[config.mk]
export PLATFORM = sky130hd
export DESIGN_NAME = boost_seq_top
export DESIGN_NICKNAME = d
export VERILOG_FILES = /design/src/rtl/boost_seq_pkg.sv /design/src/rtl/boost_seq_tickcnt.sv /design/src/rtl/boost_seq_ramp.sv /design/src/rtl/boost_seq_ctrl.sv /design/src/rtl/boost_seq_top.sv
export SDC_FILE = /design/constraint.sdc
export NUM_CORES = 1
export LEC_CHECK = 0
export ABC_AREA = 1
export BUFFER_PORTS_ARGS = -buffer_cell sky130_fd_sc_hd__clkbuf_2
export CAP_MARGIN = 15
export CORE_ASPECT_RATIO = 0.6
export CORE_MARGIN = 3
export CORE_UTILIZATION = 57
export CTS_CLUSTER_SIZE = 10
export DETAILED_ROUTE_END_ITERATION = 7
export MAX_ROUTING_LAYER = met4
export PLACE_DENSITY_LB_ADDON = 0.25
export SLEW_MARGIN = 25
export SYNTH_ARGS = -nofsm -noshare
export SYNTH_HDL_FRONTEND = slang
export SYNTH_SLANG_ARGS = --single-unit
[constraint.sdc]
create_clock -name clk -period 1.98 [get_ports clk]
set_input_delay 0.198 -clock clk [delete_from_list [all_inputs] [get_ports clk]]
set_output_delay 0.198 -clock clk [all_outputs]
set_load 0.01 [all_outputs]
[src/rtl/boost_seq_pkg.sv]
`timescale 1ns/1ps
package boost_seq_pkg;

    typedef enum logic [2:0] {
        ST_OFF    = 3'd0,
        ST_LIN1   = 3'd1,
        ST_LIN2   = 3'd2,
        ST_SOFT   = 3'd3,
        ST_BOOST  = 3'd4,
        ST_BYPASS = 3'd5,
        ST_FAULT  = 3'd6
    } seq_state_e;

    typedef struct packed {
        logic pre_hi;
        logic ss_half;
        logic sw_en;
        logic byp_en;
        logic isolate;
    } drive_t;

    typedef struct packed {
        logic lin1_to;
        logic lin2_to;
        logic ss_to;
        logic ilim_to;
        logic restart_to;
    } timeouts_t;

    function automatic drive_t decode_drive(seq_state_e s);
        drive_t d;
        d         = '0;
        d.pre_hi  = (s == ST_LIN2);
        d.ss_half = (s == ST_SOFT);
        d.sw_en   = (s == ST_SOFT) || (s == ST_BOOST);
        d.byp_en  = (s == ST_BYPASS);
        d.isolate = (s == ST_OFF) || (s == ST_FAULT);
        return d;
    endfunction

    function automatic logic is_powered(seq_state_e s);
        return (s == ST_BOOST) || (s == ST_BYPASS);
    endfunction

    function automatic int max_of(int a, int b);
        return (a > b) ? a : b;
    endfunction

endpackage

[src/rtl/boost_seq_tickcnt.sv]
`timescale 1ns/1ps
module boost_seq_tickcnt #(
    parameter int W = 11
) (
    input  logic         clk,
    input  logic         rst,
    input  logic         clr,
    input  logic         tick,
    output logic [W-1:0] cnt
);
    always_ff @(posedge clk) begin
        if (rst || clr) begin
            cnt <= '0;
        end else if (tick && (cnt != '1)) begin
            cnt <= cnt + 1'b1;
        end
    end
endmodule

[src/rtl/boost_seq_ramp.sv]
`timescale 1ns/1ps
module boost_seq_ramp #(
    parameter int DIV = 4
) (
    input  logic clk,
    input  logic rst,
    input  logic active,
    input  logic slow,
    input  logic tick,
    output logic step
);
    localparam int W = (DIV > 1) ? $clog2(DIV) : 1;
    localparam logic [W-1:0] LAST = W'(DIV - 1);

    logic [W-1:0] div_q;
    logic         div_wrap;

    assign div_wrap = (div_q == LAST);
    assign step     = active && tick && (!slow || div_wrap);

    always_ff @(posedge clk) begin
        if (rst || !active || !slow) begin
            div_q <= '0;
        end else if (tick) begin
            div_q <= div_wrap ? '0 : div_q + 1'b1;
        end
    end
endmodule

[src/rtl/boost_seq_ctrl.sv]
`timescale 1ns/1ps
module boost_seq_ctrl
    import boost_seq_pkg::*;
(
    input  seq_state_e cur,
    input  logic       en,
    input  logic       vin_ok,
    input  logic       near,
    input  logic       at_min,
    input  logic       above_reg,
    input  logic       vds_over,
    input  timeouts_t  to,
    output seq_state_e nxt
);
    always_comb begin
        nxt = cur;
        if (!en) begin
            nxt = ST_OFF;
        end else begin
            case (cur)
                ST_OFF: begin
                    if (vin_ok) nxt = ST_LIN1;
                end
                ST_LIN1: begin
                    if (!vin_ok)        nxt = ST_FAULT;
                    else if (near)      nxt = ST_SOFT;
                    else if (to.lin1_to) nxt = ST_LIN2;
                end
                ST_LIN2: begin
                    if (!vin_ok)        nxt = ST_FAULT;
                    else if (near)      nxt = ST_SOFT;
                    else if (to.lin2_to) nxt = ST_FAULT;
                end
                ST_SOFT: begin
                    if (!vin_ok)        nxt = ST_FAULT;
                    else if (at_min)    nxt = above_reg ? ST_BYPASS : ST_BOOST;
                    else if (to.ss_to)  nxt = ST_FAULT;
                end
                ST_BOOST: begin
                    if (!vin_ok || to.ilim_to) nxt = ST_FAULT;
                end
                ST_BYPASS: begin
                    if (!vin_ok || vds_over) nxt = ST_FAULT;
                end
                ST_FAULT: begin
                    if (to.restart_to) nxt = ST_LIN1;
                end
                default: nxt = ST_OFF;
            endcase
        end
    end
endmodule

[src/rtl/boost_seq_top.sv]
`timescale 1ns/1ps
module boost_seq_top
    import boost_seq_pkg::*;
#(
    parameter int LIN1_MS     = 512,
    parameter int LIN2_MS     = 1024,
    parameter int SS_MS       = 64,
    parameter int ILIM_MS     = 2,
    parameter int RESTART_MS  = 20,
    parameter int PG_ILIM_MS  = 64,
    parameter int SLOW_DIV    = 4
) (
    input  logic       clk,
    input  logic       rst,
    input  logic       en,
    input  logic       tick_ms,
    input  logic       vin_uvlo_ok,
    input  logic       vout_near_vin,
    input  logic       vout_at_min,
    input  logic       vin_above_reg,
    input  logic       ilim_active,
    input  logic       vds_over,
    input  logic       slow_ramp,
    output logic [2:0] state_o,
    output logic       pre_hi,
    output logic       ss_half_ilim,
    output logic       ref_step,
    output logic       sw_en,
    output logic       byp_en,
    output logic       isolate,
    output logic       pgood
);
    localparam int PHASE_MAX = max_of(max_of(LIN1_MS, LIN2_MS), max_of(SS_MS, RESTART_MS));
    localparam int PERS_MAX  = max_of(ILIM_MS, PG_ILIM_MS);
    localparam int PH_W      = $clog2(PHASE_MAX + 1);
    localparam int PS_W      = $clog2(PERS_MAX + 1);

    localparam logic [PH_W-1:0] LIN1_LAST    = PH_W'(LIN1_MS - 1);
    localparam logic [PH_W-1:0] LIN2_LAST    = PH_W'(LIN2_MS - 1);
    localparam logic [PH_W-1:0] SS_LAST      = PH_W'(SS_MS - 1);
    localparam logic [PH_W-1:0] RESTART_LAST = PH_W'(RESTART_MS - 1);
    localparam logic [PS_W-1:0] ILIM_LAST    = PS_W'(ILIM_MS - 1);
    localparam logic [PS_W-1:0] PG_LAST      = PS_W'(PG_ILIM_MS - 1);

    seq_state_e      cur_q;
    seq_state_e      nxt;
    drive_t          drv;
    timeouts_t       to;
    logic [PH_W-1:0] phase_cnt;
    logic [PS_W-1:0] pers_cnt;
    logic            pers_arm;
    logic            pg_ilim_hit;
    logic            pg_q;

    // shared phase timer, cleared on every state change
    boost_seq_tickcnt #(.W(PH_W)) u_phase (
        .clk  (clk),
        .rst  (rst),
        .clr  (nxt != cur_q),
        .tick (tick_ms),
        .cnt  (phase_cnt)
    );

    // current-limit persistence, cleared whenever the condition drops
    assign pers_arm = ilim_active && is_powered(cur_q);

    boost_seq_tickcnt #(.W(PS_W)) u_pers (
        .clk  (clk),
        .rst  (rst),
        .clr  (!pers_arm),
        .tick (tick_ms),
        .cnt  (pers_cnt)
    );

    always_comb begin
        to            = '0;
        to.lin1_to    = tick_ms && (phase_cnt == LIN1_LAST);
        to.lin2_to    = tick_ms && (phase_cnt == LIN2_LAST);
        to.ss_to      = tick_ms && (phase_cnt == SS_LAST);
        to.restart_to = tick_ms && (phase_cnt == RESTART_LAST);
        to.ilim_to    = tick_ms && pers_arm && (cur_q == ST_BOOST) && (pers_cnt == ILIM_LAST);
    end

    assign pg_ilim_hit = tick_ms && pers_arm && (pers_cnt == PG_LAST);

    boost_seq_ctrl u_ctrl (
        .cur       (cur_q),
        .en        (en),
        .vin_ok    (vin_uvlo_ok),
        .near      (vout_near_vin),
        .at_min    (vout_at_min),
        .above_reg (vin_above_reg),
        .vds_over  (vds_over),
        .to        (to),
        .nxt       (nxt)
    );

    boost_seq_ramp #(.DIV(SLOW_DIV)) u_ramp (
        .clk    (clk),
        .rst    (rst),
        .active (cur_q == ST_SOFT),
        .slow   (slow_ramp),
        .tick   (tick_ms),
        .step   (ref_step)
    );

    always_ff @(posedge clk) begin
        if (rst) begin
            cur_q <= ST_OFF;
        end else begin
            cur_q <= nxt;
        end
    end

    always_ff @(posedge clk) begin
        if (rst) begin
            pg_q <= 1'b0;
        end else if ((nxt == ST_FAULT) || (nxt == ST_OFF)) begin
            pg_q <= 1'b0;
        end else if ((cur_q == ST_SOFT) && is_powered(nxt)) begin
            pg_q <= 1'b1;
        end else if (pg_ilim_hit) begin
            pg_q <= 1'b0;
        end
    end

    assign drv          = decode_drive(cur_q);
    assign state_o      = cur_q;
    assign pre_hi       = drv.pre_hi;
    assign ss_half_ilim = drv.ss_half;
    assign sw_en        = drv.sw_en;
    assign byp_en       = drv.byp_en;
    assign isolate      = drv.isolate;
    assign pgood        = pg_q;
endmodule

Word level (Yosys, flattened, before mapping)
Cells that the tools add are included.
Cells by class
  add/sub/neg operators: 3
  equality and inequality tests: 19
  muxes and demuxes: 19
  reduce and logical (&&, ||, !) cells: 34
Operator list (number)
  two-way mux 3 bit: 14
  one-hot mux 3 bit (7 select lines): 1
  equality test 3 bit (second input constant): 6
  logical AND 1 bit: 14
  logical OR 1 bit: 12
  adder 11 x 1 -> 11 bit (second input constant): 1
  equality test 11 x 10 -> 1 bit (second input constant): 1
  equality test 11 x 5 -> 1 bit (second input constant): 1
  equality test 11 x 6 -> 1 bit (second input constant): 1
  equality test 11 x 9 -> 1 bit (second input constant): 1
  != test 11 bit (second input constant): 1
  adder 7 x 1 -> 7 bit (second input constant): 1
  equality test 7 x 1 -> 1 bit (second input constant): 1
  equality test 7 x 6 -> 1 bit (second input constant): 1
  != test 7 bit (second input constant): 1
  equality test 3 x 2 -> 1 bit (second input constant): 2
  zero test 3 bit: 2
  zero test 1 bit: 4
  equality test 3 x 1 -> 1 bit (second input constant): 1
  two-way mux 1 bit: 3
  != test 3 bit: 1
  adder 2 x 1 -> 2 bit (second input constant): 1
  equality test 2 bit (second input constant): 1
  two-way mux 2 bit: 1
  other kinds (2): 2
Storage, ports and cells
  register bits after elaboration: 24
  bits of input ports: 11
  output and inout bits: 10
  logic and storage cells: 80

Longest topological paths before layout
Gate-level depths: netlist of the first run.
  word-level depth: 14
  gate-level depth with buffers: 14
  gate-level depth less buffers: 13

Hierarchy
Synthesis of the first run repeated with hierarchy kept, for this count alone.
Second synthesis, totals
  cells, all modules: 302
  area, all modules: 1823.0 sq um
Modules (own cells, without submodules)
  boost_seq_tickcnt (u_phase): times used 1, cells an instance 95, area an instance 633.1 sq um, seq. area each 220.2 sq um
  boost_seq_tickcnt (u_pers): times used 1, cells an instance 59, area an instance 389.1 sq um, seq. area each 140.1 sq um
  boost_seq_top: times used 1, cells an instance 70, area an instance 387.9 sq um, seq. area each 80.1 sq um
  boost_seq_ctrl: times used 1, cells an instance 61, area an instance 301.5 sq um, seq. area each 0.0 sq um
  boost_seq_ramp: times used 1, cells an instance 17, area an instance 111.4 sq um, seq. area each 40.0 sq um

Worst setup path after synthesis of the first run
OpenSTA, ideal clock, no wires.
  path type: reg2reg
  start point: register u_phase.cnt[0]
  end point: register u_phase.cnt[1]
  library setup time: 120 ps
  arrival: 1573 ps
  required time: 1860 ps
  slack: 287 ps
  cell stages (with the launch flop): 14
  path buffers: 1
  clock period less this slack: 1693 ps
  cells stage by stage: dfxtp_1 > ha_1 > nand3_2 > nor2_1 > nand2_1 > nand3_1 > nand2_1 > nand2_1 > nand3b_1 > nand2_1 > nand2_1 > nand2_1 > buf_6 > nor3_2
On the way
  longest elaborated chain between the ends: 9
  elaborated cells between the ends (all ways): 25
  classes of those cells: add/sub: 1; eq/ne: 6; mux: 12; reduce/logical: 6
RTL lines
  start, declared: line boost_seq_tickcnt.sv:9  | output logic [W-1:0] cnt
  start signal, assigned: line boost_seq_tickcnt.sv:15  | cnt <= cnt + 1'b1;
  equality test 11 x 6 -> 1 bit, or another cell as far along: line boost_seq_top.sv:79  | to.ss_to = tick_ms && (phase_cnt == SS_LAST);
  logical AND 1 bit (on tied branches): line boost_seq_top.sv:79, boost_seq_top.sv:77, boost_seq_top.sv:78
  two-way mux 3 bit (on tied branches): line boost_seq_ctrl.sv:37, boost_seq_ctrl.sv:27, boost_seq_ctrl.sv:32
  two-way mux 3 bit (on tied branches): line boost_seq_ctrl.sv:36, boost_seq_ctrl.sv:26, boost_seq_ctrl.sv:31
  two-way mux 3 bit (on tied branches): line boost_seq_ctrl.sv:35, boost_seq_ctrl.sv:25, boost_seq_ctrl.sv:30
  one-hot mux 3 bit (7 select lines): line boost_seq_ctrl.sv:20  | case (cur)
  two-way mux 3 bit: line boost_seq_ctrl.sv:17  | if (!en) begin
  != test 3 bit: line boost_seq_top.sv:59  | .clr (nxt != cur_q),
  logical OR 1 bit: line boost_seq_tickcnt.sv:12  | if (rst || clr) begin
Parallel ways exist; a longest one is shown, timed or not.
A chain may end at the register's enable or synchronous reset.

Worst setup path after layout of the first run
  start point: register u_phase.cnt[0]
  end point: register u_phase.cnt[9]
The elaborated chain is that of the path after synthesis.

==> impl_results.md, run 1 <==
- Detailed Route Iter0 Violations: about 170
- Worst-path cell chain: ha_4 > nand3_4 > nor3_4 > buf_4 > nand2_1 > nand2_2 > nor2_1 > nand3_2 > o21ai_0 > nand2_1 > nor3_2
- Net Sw Power: around 0.26 mW
- M3 GR Usage: 6.39%
- Max stage delay on crit path: 0.37 ns
- CTS tree: done
- Post-Place Setup Slack: 0.0431 ns
- Min Tclk post-route: 1.87 ns
- Share of cells above drive strength 1: 25.5%
- Clock share of power: 34.5%
- Drt pass-1 iters: 4
- WL final: roughly 4300 µm
- ANT nets after route: 0
- First-pass GRT wire length: a little under 7000 µm
- Root buf cell: clkbuf_8
- Global route hottest layer: met1
- Worst Slack Setup Final: 0.106 ns
- Sequential area share after synthesis: 28.6%
- Clock skew: 0.00470 ns
- Io pins: 21
- Top cell by count, worst path: nand2_1
- Met1 Use GR: 37.6%
- Worst skew pair latency: 0.27 ns
- # setup viols final: 0
- Worst slew margin: 75.1%
- Largest net degree at the start of global routing: 14
- Worst Max-Slew Pin Slew: around 0.37 ns
- Die area: 3660 µm²
- Initial core utilization: 63.5%
- Combinational power share: 14.8%
- Die Y: 48.1 µm
- Tot GR Track Use: 25.4%
- Buffers and inverters on the worst path: 1
- Via Count: about 1700
- Total global routing overflow: 0
- Fin cells: 314
- Slowest-stage cell, CP: dfxtp_4
- Synth Instances: 250
- Final max-slew violation count: 0
- Leak: between 0.8 and 0.9 nW
- Final period util: 94.6%
- Inst Count DP: between 300 and 400
- Fmax: 534 MHz
- Status: finished, final reports clean
- CP arrival: 2.08 ns
- Data required time at the worst endpoint: 2.18 ns
- Total power: between 0.9 and 1 mW
- Max_cap viols: 0
- Die Wd: 76.1 µm
- Worst vdd ir: slightly below 0.3 mV
- Hold Fails Final Rpt: 0
- CP top delay family: simple AND/OR/NAND/NOR gates
- Row cnt: 14
- Core area: between 2000 and 3000 µm²
- Via-to-Cell Ratio: 5.35
- Sw Share: 26.6%
- Hpwl dp: roughly 3300 µm
- Synth Register Bits: 24
- Setup CP Type: flip-flop to flip-flop
- Antenna Diode Count: 0
- Power Density: about 510 nW/µm²
- CP max FO: 7
- Area grow syn2layout: 15.5%
- Routing usage on met2: between 30% and 40%
- Number of global-route vias before repair: 1389
- Worst-path clk slew: ~0.09 ns
- Synth cell types: 29
- GPL Wtd Cong: roughly 1
- HP Class: input pin to flip-flop
- Mapped Area: 1680 µm²
- Clk sinks: 24
- Num CTS Buffers: 3
- Yosys warns: 0
- Clock buffer depth: 2
- Internal: 0.725 mW
- Average size of a mapped cell: 6.72 µm²
- Wire length per cell: 13.6 µm
- Critical Path Start Type: flip-flop
- Reg power frac: 50.7%
- Antenna violations before repair: 0
- # port buffers: 20
- DRC: 0
- Htree depth: 1
- Fillers: 188
- Final net count: 290
- Crit end category: flip-flop
- Post-synth net total: ~270
==> registers in the layout, indices dropped and copies added, names as in the netlist <==
register and cells:
state_o 3, pgood 1, u_pers.cnt 7, u_ramp.div_q 2
u_phase.cnt 11
==> power groups by stage <==
| stage | Sequential, mW | Clock (mW) | Combinational (mW) |
|---|---|---|---|
| CTS | 0.497 | 0.347 | 0.141 |
| finish | 0.501 | 0.340 | 0.146 |
| detailed placement | 0.508 | 0 | 0.140 |
| global route | 0.502 | 0.366 | 0.160 |
| floorplan | 0.505 | 0 | 0.0942 |
| global placement | 0.508 | 0 | 0.137 |
==> Yosys cell counts <==
cell type,instances,area [µm²]
a211oi_1,2,15.0
nand2_1,55,206
clkinv_2,1,5.00
buf_6,4,45.0
nand3_2,6,60.1
inv_1,41,154
nor3_4,1,16.3
nand3_1,17,85.1
or2_2,2,12.5
clkinv_1,1,3.75
nor2_1,30,113
xor2_1,10,87.6
ha_1,4,50.1
dfxtp_1,24,480
nand2_2,5,31.3
nor3b_1,1,7.51
o21ai_0,5,25.0
nor3_2,10,100
nor2_2,2,12.5
nor3_1,5,25.0
buf_4,1,7.51
inv_2,3,11.3
o31ai_1,2,15.0
nor4_1,1,6.26
nand4_2,1,12.5
a21o_2,1,8.76
nand3b_1,1,7.51
nand4_1,5,31.3
a21oi_1,9,45.0
==> cells in the final DEF (no fill, tap or decap), types with 4 or more instances in the layout <==
master    count
nor2_2        4
nand2_2       5
dfxtp_1      20
nor2_1       27
o21ai_0       5
nand2_1      55
nand4_1       5
nand3_1      16
inv_1        41
nor3_1        5
nor3_2       10
clkbuf_2     20
nand3_2       6
clkbuf_8      4
a21oi_1       9
xor2_1       10
==> metrics by stage <==
stage / hold slack [ns] / cell area, µm² / TNS, ns / util [%]
after CTS: 0.144 / 1890 / 0 / 71.4
final: 0.143 / 1940 / 0 / 73.4
after floorplan: 0.270 / 1680 / 0 / -
after global placement: 0.436 / 1830 / 0 / 69.3
after detailed placement: 0.433 / 1830 / 0 / 69.3
after global routing: 0.143 / 1940 / -0.0140 / 73.4
==> repair_timing <==
action,CTS,global route
resized for setup,0,13
buffers inserted,0,1
setup endpoints to repair,0,12
hold buffers,0,0
==> cell type report <==
cell class              instances  area [µm²]  share of cell area (%)
repair buffers                 25         163                    8.38
flip-flops and latches         24         488                    25.1
clock buffers                   4        55.1                    2.84
multi-input cells             175        1010                    52.1
well taps                      40        50.0                    2.58
inverters                      46         174                    8.96
==> per-layer routing <==
layer,up-vias,part of all wire [%]
met5,-,0
met3,6,13
met2,88,38
li1,838,-
met1,748,48
met4,0,0.80
==> logic make-up (layout without fill, tap and decap cells) <==
kind of cell	count (synthesis)	in the layout	synth area share, %
xor+xnor	10	10	5.21
flops	24	24	28.6
buf+inv	51	75	13.5
simple gates	142	142	43.3
compound gates	19	19	6.48
fa+ha+maj	4	4	2.98
==> final timing paths <==
path	slack, ns	cells past startpoint	startpoint	to
setup / recovery	0.11	11	u_phase.cnt[0]	u_phase.cnt[9]
hold / removal	0.14	2	rst	state_o[0]
setup reg to reg	0.11	11	u_phase.cnt[0]	u_phase.cnt[9]
hold reg to reg	0.47	2	u_ramp.div_q[1]	u_ramp.div_q[1]
Power figures use the tool's default switching activity.
==> run 2: changes to the inputs <==
SYNTH_HIERARCHICAL = 1   (was not set)
==> impl_results.md, run 2 <==
- Core area: 2970 µm² (+12%)
- DRC: 0 (unchanged)
- Mapped Area: 1820 µm² (+8.5%)
- Hold Fails Final Rpt: 0 (unchanged)
- Met2 wire length: 2230 µm (+37%)
- # setup viols final: 13 (+13)
- WL final: 5580 µm (+31%)
- Via-to-Cell Ratio: 5.45 (+1.8%)
- CP top delay family: simple AND/OR/NAND/NOR gates
- Post-synth net total: 316 (+19%)
- Largest net degree at the start of global routing: 20 (+6)
- Buffers and inverters on the worst path: 2 (+1)
- Inst Count DP: 389 (+26%)
- Worst-path cell chain: nand2_2 > nor2_2 > nand4_1 > nor3_2 > inv_1 > nand2_1 > nand2_1 > nand2_2 > a21oi_2 > nor2_2 > nor2_4 > xnor2_2 > nand3_2 > nor2_4 > buf_6 > nand2_1 > nor2_1
- Top cells by count, synth: nand2_1 (67), nor2_1 (66), inv_1 (37), nand3_1 (30), dfxtp_1 (24)
- Critical Path Start Type: flip-flop
- Post-synth top area cell: dfxtp_1
- Final period util: 121% (+26 points)
- Row cnt: 15 (+1)
- Via Count: 2190 (+30%)
- Yosys top cell area share: 26.4% (-2.2 points)
- Met1 wire length: 2500 µm (+23%)
- CTS tree: done
- DR WL met3: 650 µm (+16%)
- Sequential area share after synthesis: 26.4% (-2.2 points)
- Slowest-stage cell, CP: dfxtp_2
- Total power: 0.973 mW (-1.5%)
- Clk sinks: 24 (unchanged)
- Yosys warns: 6 (+6)
- Unrepaired setup endpoints after global routing: yes
- Max stage delay on crit path: 0.35 ns (-0.02 ns)
- Num CTS Buffers: 3 (unchanged)
- Worst hold slack: 0.252 ns (+0.110 ns)
- Failing checks: setup timing
- Root buf cell: clkbuf_8
- Worst Slack Setup Final: -0.417 ns (-0.524 ns)
- Total global routing overflow: 0 (unchanged)
- Worst vdd ir: 0.395 mV (+35%)
- Synth Register Bits: 24 (unchanged)
- Drt pass-1 iters: 5 (+1)
- Die Wd: 79.0 µm (+3.8%)
- Antenna violations before repair: 0 (unchanged)
- Worst slew margin: 70.1% (-5.0 points)
- Io pins: 21 (unchanged)
- Hpwl dp: 3400 µm (+4.5%)
- Worst skew pair latency: 0.27 ns (about the same)
- Clock skew: 0.0101 ns (+0.00540 ns)
- DR top layer: met4
- Post-synth top flop: dfxtp_1
- Tot GR Track Use: 26.4% (+1.0 points)
- Min Tclk post-route: 2.40 ns (+0.524 ns)
- Max reg flops: 11 (unchanged)
- Synth top area cells: dfxtp_1 (26%), nand2_1 (14%), nor2_1 (14%)
- Worst Max-Slew Pin Slew: 0.445 ns (+0.0743 ns)
- Synth cell types: 30 (+3.4%)
- Fmax: 417 MHz (-22%)
- FFs w/ async S/R, synth: 0% (unchanged)
- Htree depth: 1 (unchanged)
- Die area: 3940 µm² (+7.6%)
- Leak: 1.00 nW (+13%)
- Commonest non-fill, non-tap cell in the layout: nand2_1
- Final max-slew violation count: 0 (unchanged)
- Biggest register: u_phase/cnt
- Setup CP Type: flip-flop to flip-flop
- Average size of a mapped cell: 6.04 µm² (-10%)
- Hold_buf cts: 0 (unchanged)
- Wire length per cell: 13.9 µm (+2.3%)
- Antenna Diode Count: 0 (unchanged)
- Area grow syn2layout: 29.7%
- CP arrival: 2.59 ns (+0.51 ns)
- Max_cap viols: 0 (unchanged)
- Fin util: 79.7% (+6.4 points)
- Final net count: 376 (+30%)
- Share of cells above drive strength 1: 33.1% (+7.5 points)
- Number of global-route vias before repair: 1733 (+25%)
- Top cell by count, worst path: nand2_1
- HP Class: input pin to flip-flop
- Crit end category: flip-flop
- Fin cells: 402 (+28%)
- Synth Instances: 302 (+21%)
- Die Y: 49.8 µm (+3.6%)
- ANT nets after route: 0 (unchanged)
- Power Density: 412 nW/µm² (-19%)
- Worst-path clk slew: 0.09 ns (about the same)
- Status: complete, but fails checks
- Data required time at the worst endpoint: 2.17 ns (about the same)
- Top-count cell post-synth: nand2_1
- Commonest cells after routing, fill and taps aside: nand2_1 (63), nor2_1 (59), buf_4 (40)
- CP max FO: 6 (-1)
- # port buffers: 20 (unchanged)
- Initial core utilization: 61.5% (-2.1 points)
- First-pass GRT wire length: 7960 µm (+17%)
- Post-synth EDFFs: 0 (unchanged)
- GPL Wtd Cong: 0.930 (-6.7%)
- Detailed Route Iter0 Violations: 243 (+40%)
- Clock buffer depth: 2 (unchanged)
[run 2: cells by family (layout without fill, tap and decap cells)]
group,Yosys count,after routing,share of synthesized area (%)
adders and majority gates,3,3,2.06
DFF,24,24,26.4
and+or+nand+nor,197,197,49.9
buffers and inverters,49,107,12.3
AOI/OAI and AO/OA,26,26,7.96
xor gates and xnor gates,3,3,1.44
[run 2: power by group]
group / total [mW] / switching [mW] / internal [mW] / leakage [nW]
Clock: 0.293 / 0.157 / 0.136 / 0.0216
Combinational: 0.187 / 0.110 / 0.0773 / 0.782
Sequential: 0.493 / 0.00447 / 0.489 / 0.197
Total: 0.973 / 0.271 / 0.702 / 1.00
[run 2: final cells by class]
type	instances	area, µm²
repair buffers	61	412
multi-input cells	229	1200
fillers	226	601
flip-flops and latches	24	489
inverters	43	166
well taps	42	52.6
clock buffers	3	41.3
[run 2: stage by stage]
step | worst slack (ns) | setup TNS, ns | cell area, µm²
global route | -0.567 | -6.86 | 2360
floorplan | 0.0284 | 0 | 1830
global placement | -0.124 | -1.02 | 2160
CTS | -0.166 | -1.73 | 2260
finish | -0.417 | -4.82 | 2360
detailed placement | -0.199 | -1.90 | 2160
[run 2: worst register-to-register path: stages (launching register included)]
cell	delay (ns)
dfxtp_2	0.35
nand2_2	0.05
nor2_2	0.15
nand4_1	0.18
nor3_2	0.20
inv_1	0.06
nand2_1	0.05
nand2_1	0.06
nand2_2	0.07
a21oi_2	0.06
nor2_2	0.16
nor2_4	0.07
xnor2_2	0.20
nand3_2	0.15
nor2_4	0.18
buf_6	0.16
nand2_1	0.06
nor2_1	0.10
[run 2: what timing repair did]
item | CTS | global route
buffers inserted | 5 | 4
endpoints found under the hold margin | 0 | 0
pin swaps | 5 | 12
setup endpoints to repair | 11 | 13
gates resized for setup | 11 | 20
gates cloned | 1 | 0
[run 2: worst paths after layout]
| path | startpoint | end | slack (ns) | depth (start not counted) |
|---|---|---|---|---|
| worst max-delay path | u_phase/cnt[8] | u_phase/cnt[2] | -0.42 | 17 |
| worst min-delay path | slow_ramp | u_ramp/div_q[0] | 0.25 | 5 |
| worst max register to register | u_phase/cnt[8] | u_phase/cnt[2] | -0.42 | 17 |
| worst min register to register | u_ramp/div_q[0] | u_ramp/div_q[0] | 0.52 | 2 |
[run 2: per-layer routing]
layer  track usage [%]  vias up
met5                 -        -
met2              36.6      143
met4              8.29        0
met1              37.6      949
li1                  -     1069
met3              6.57       29
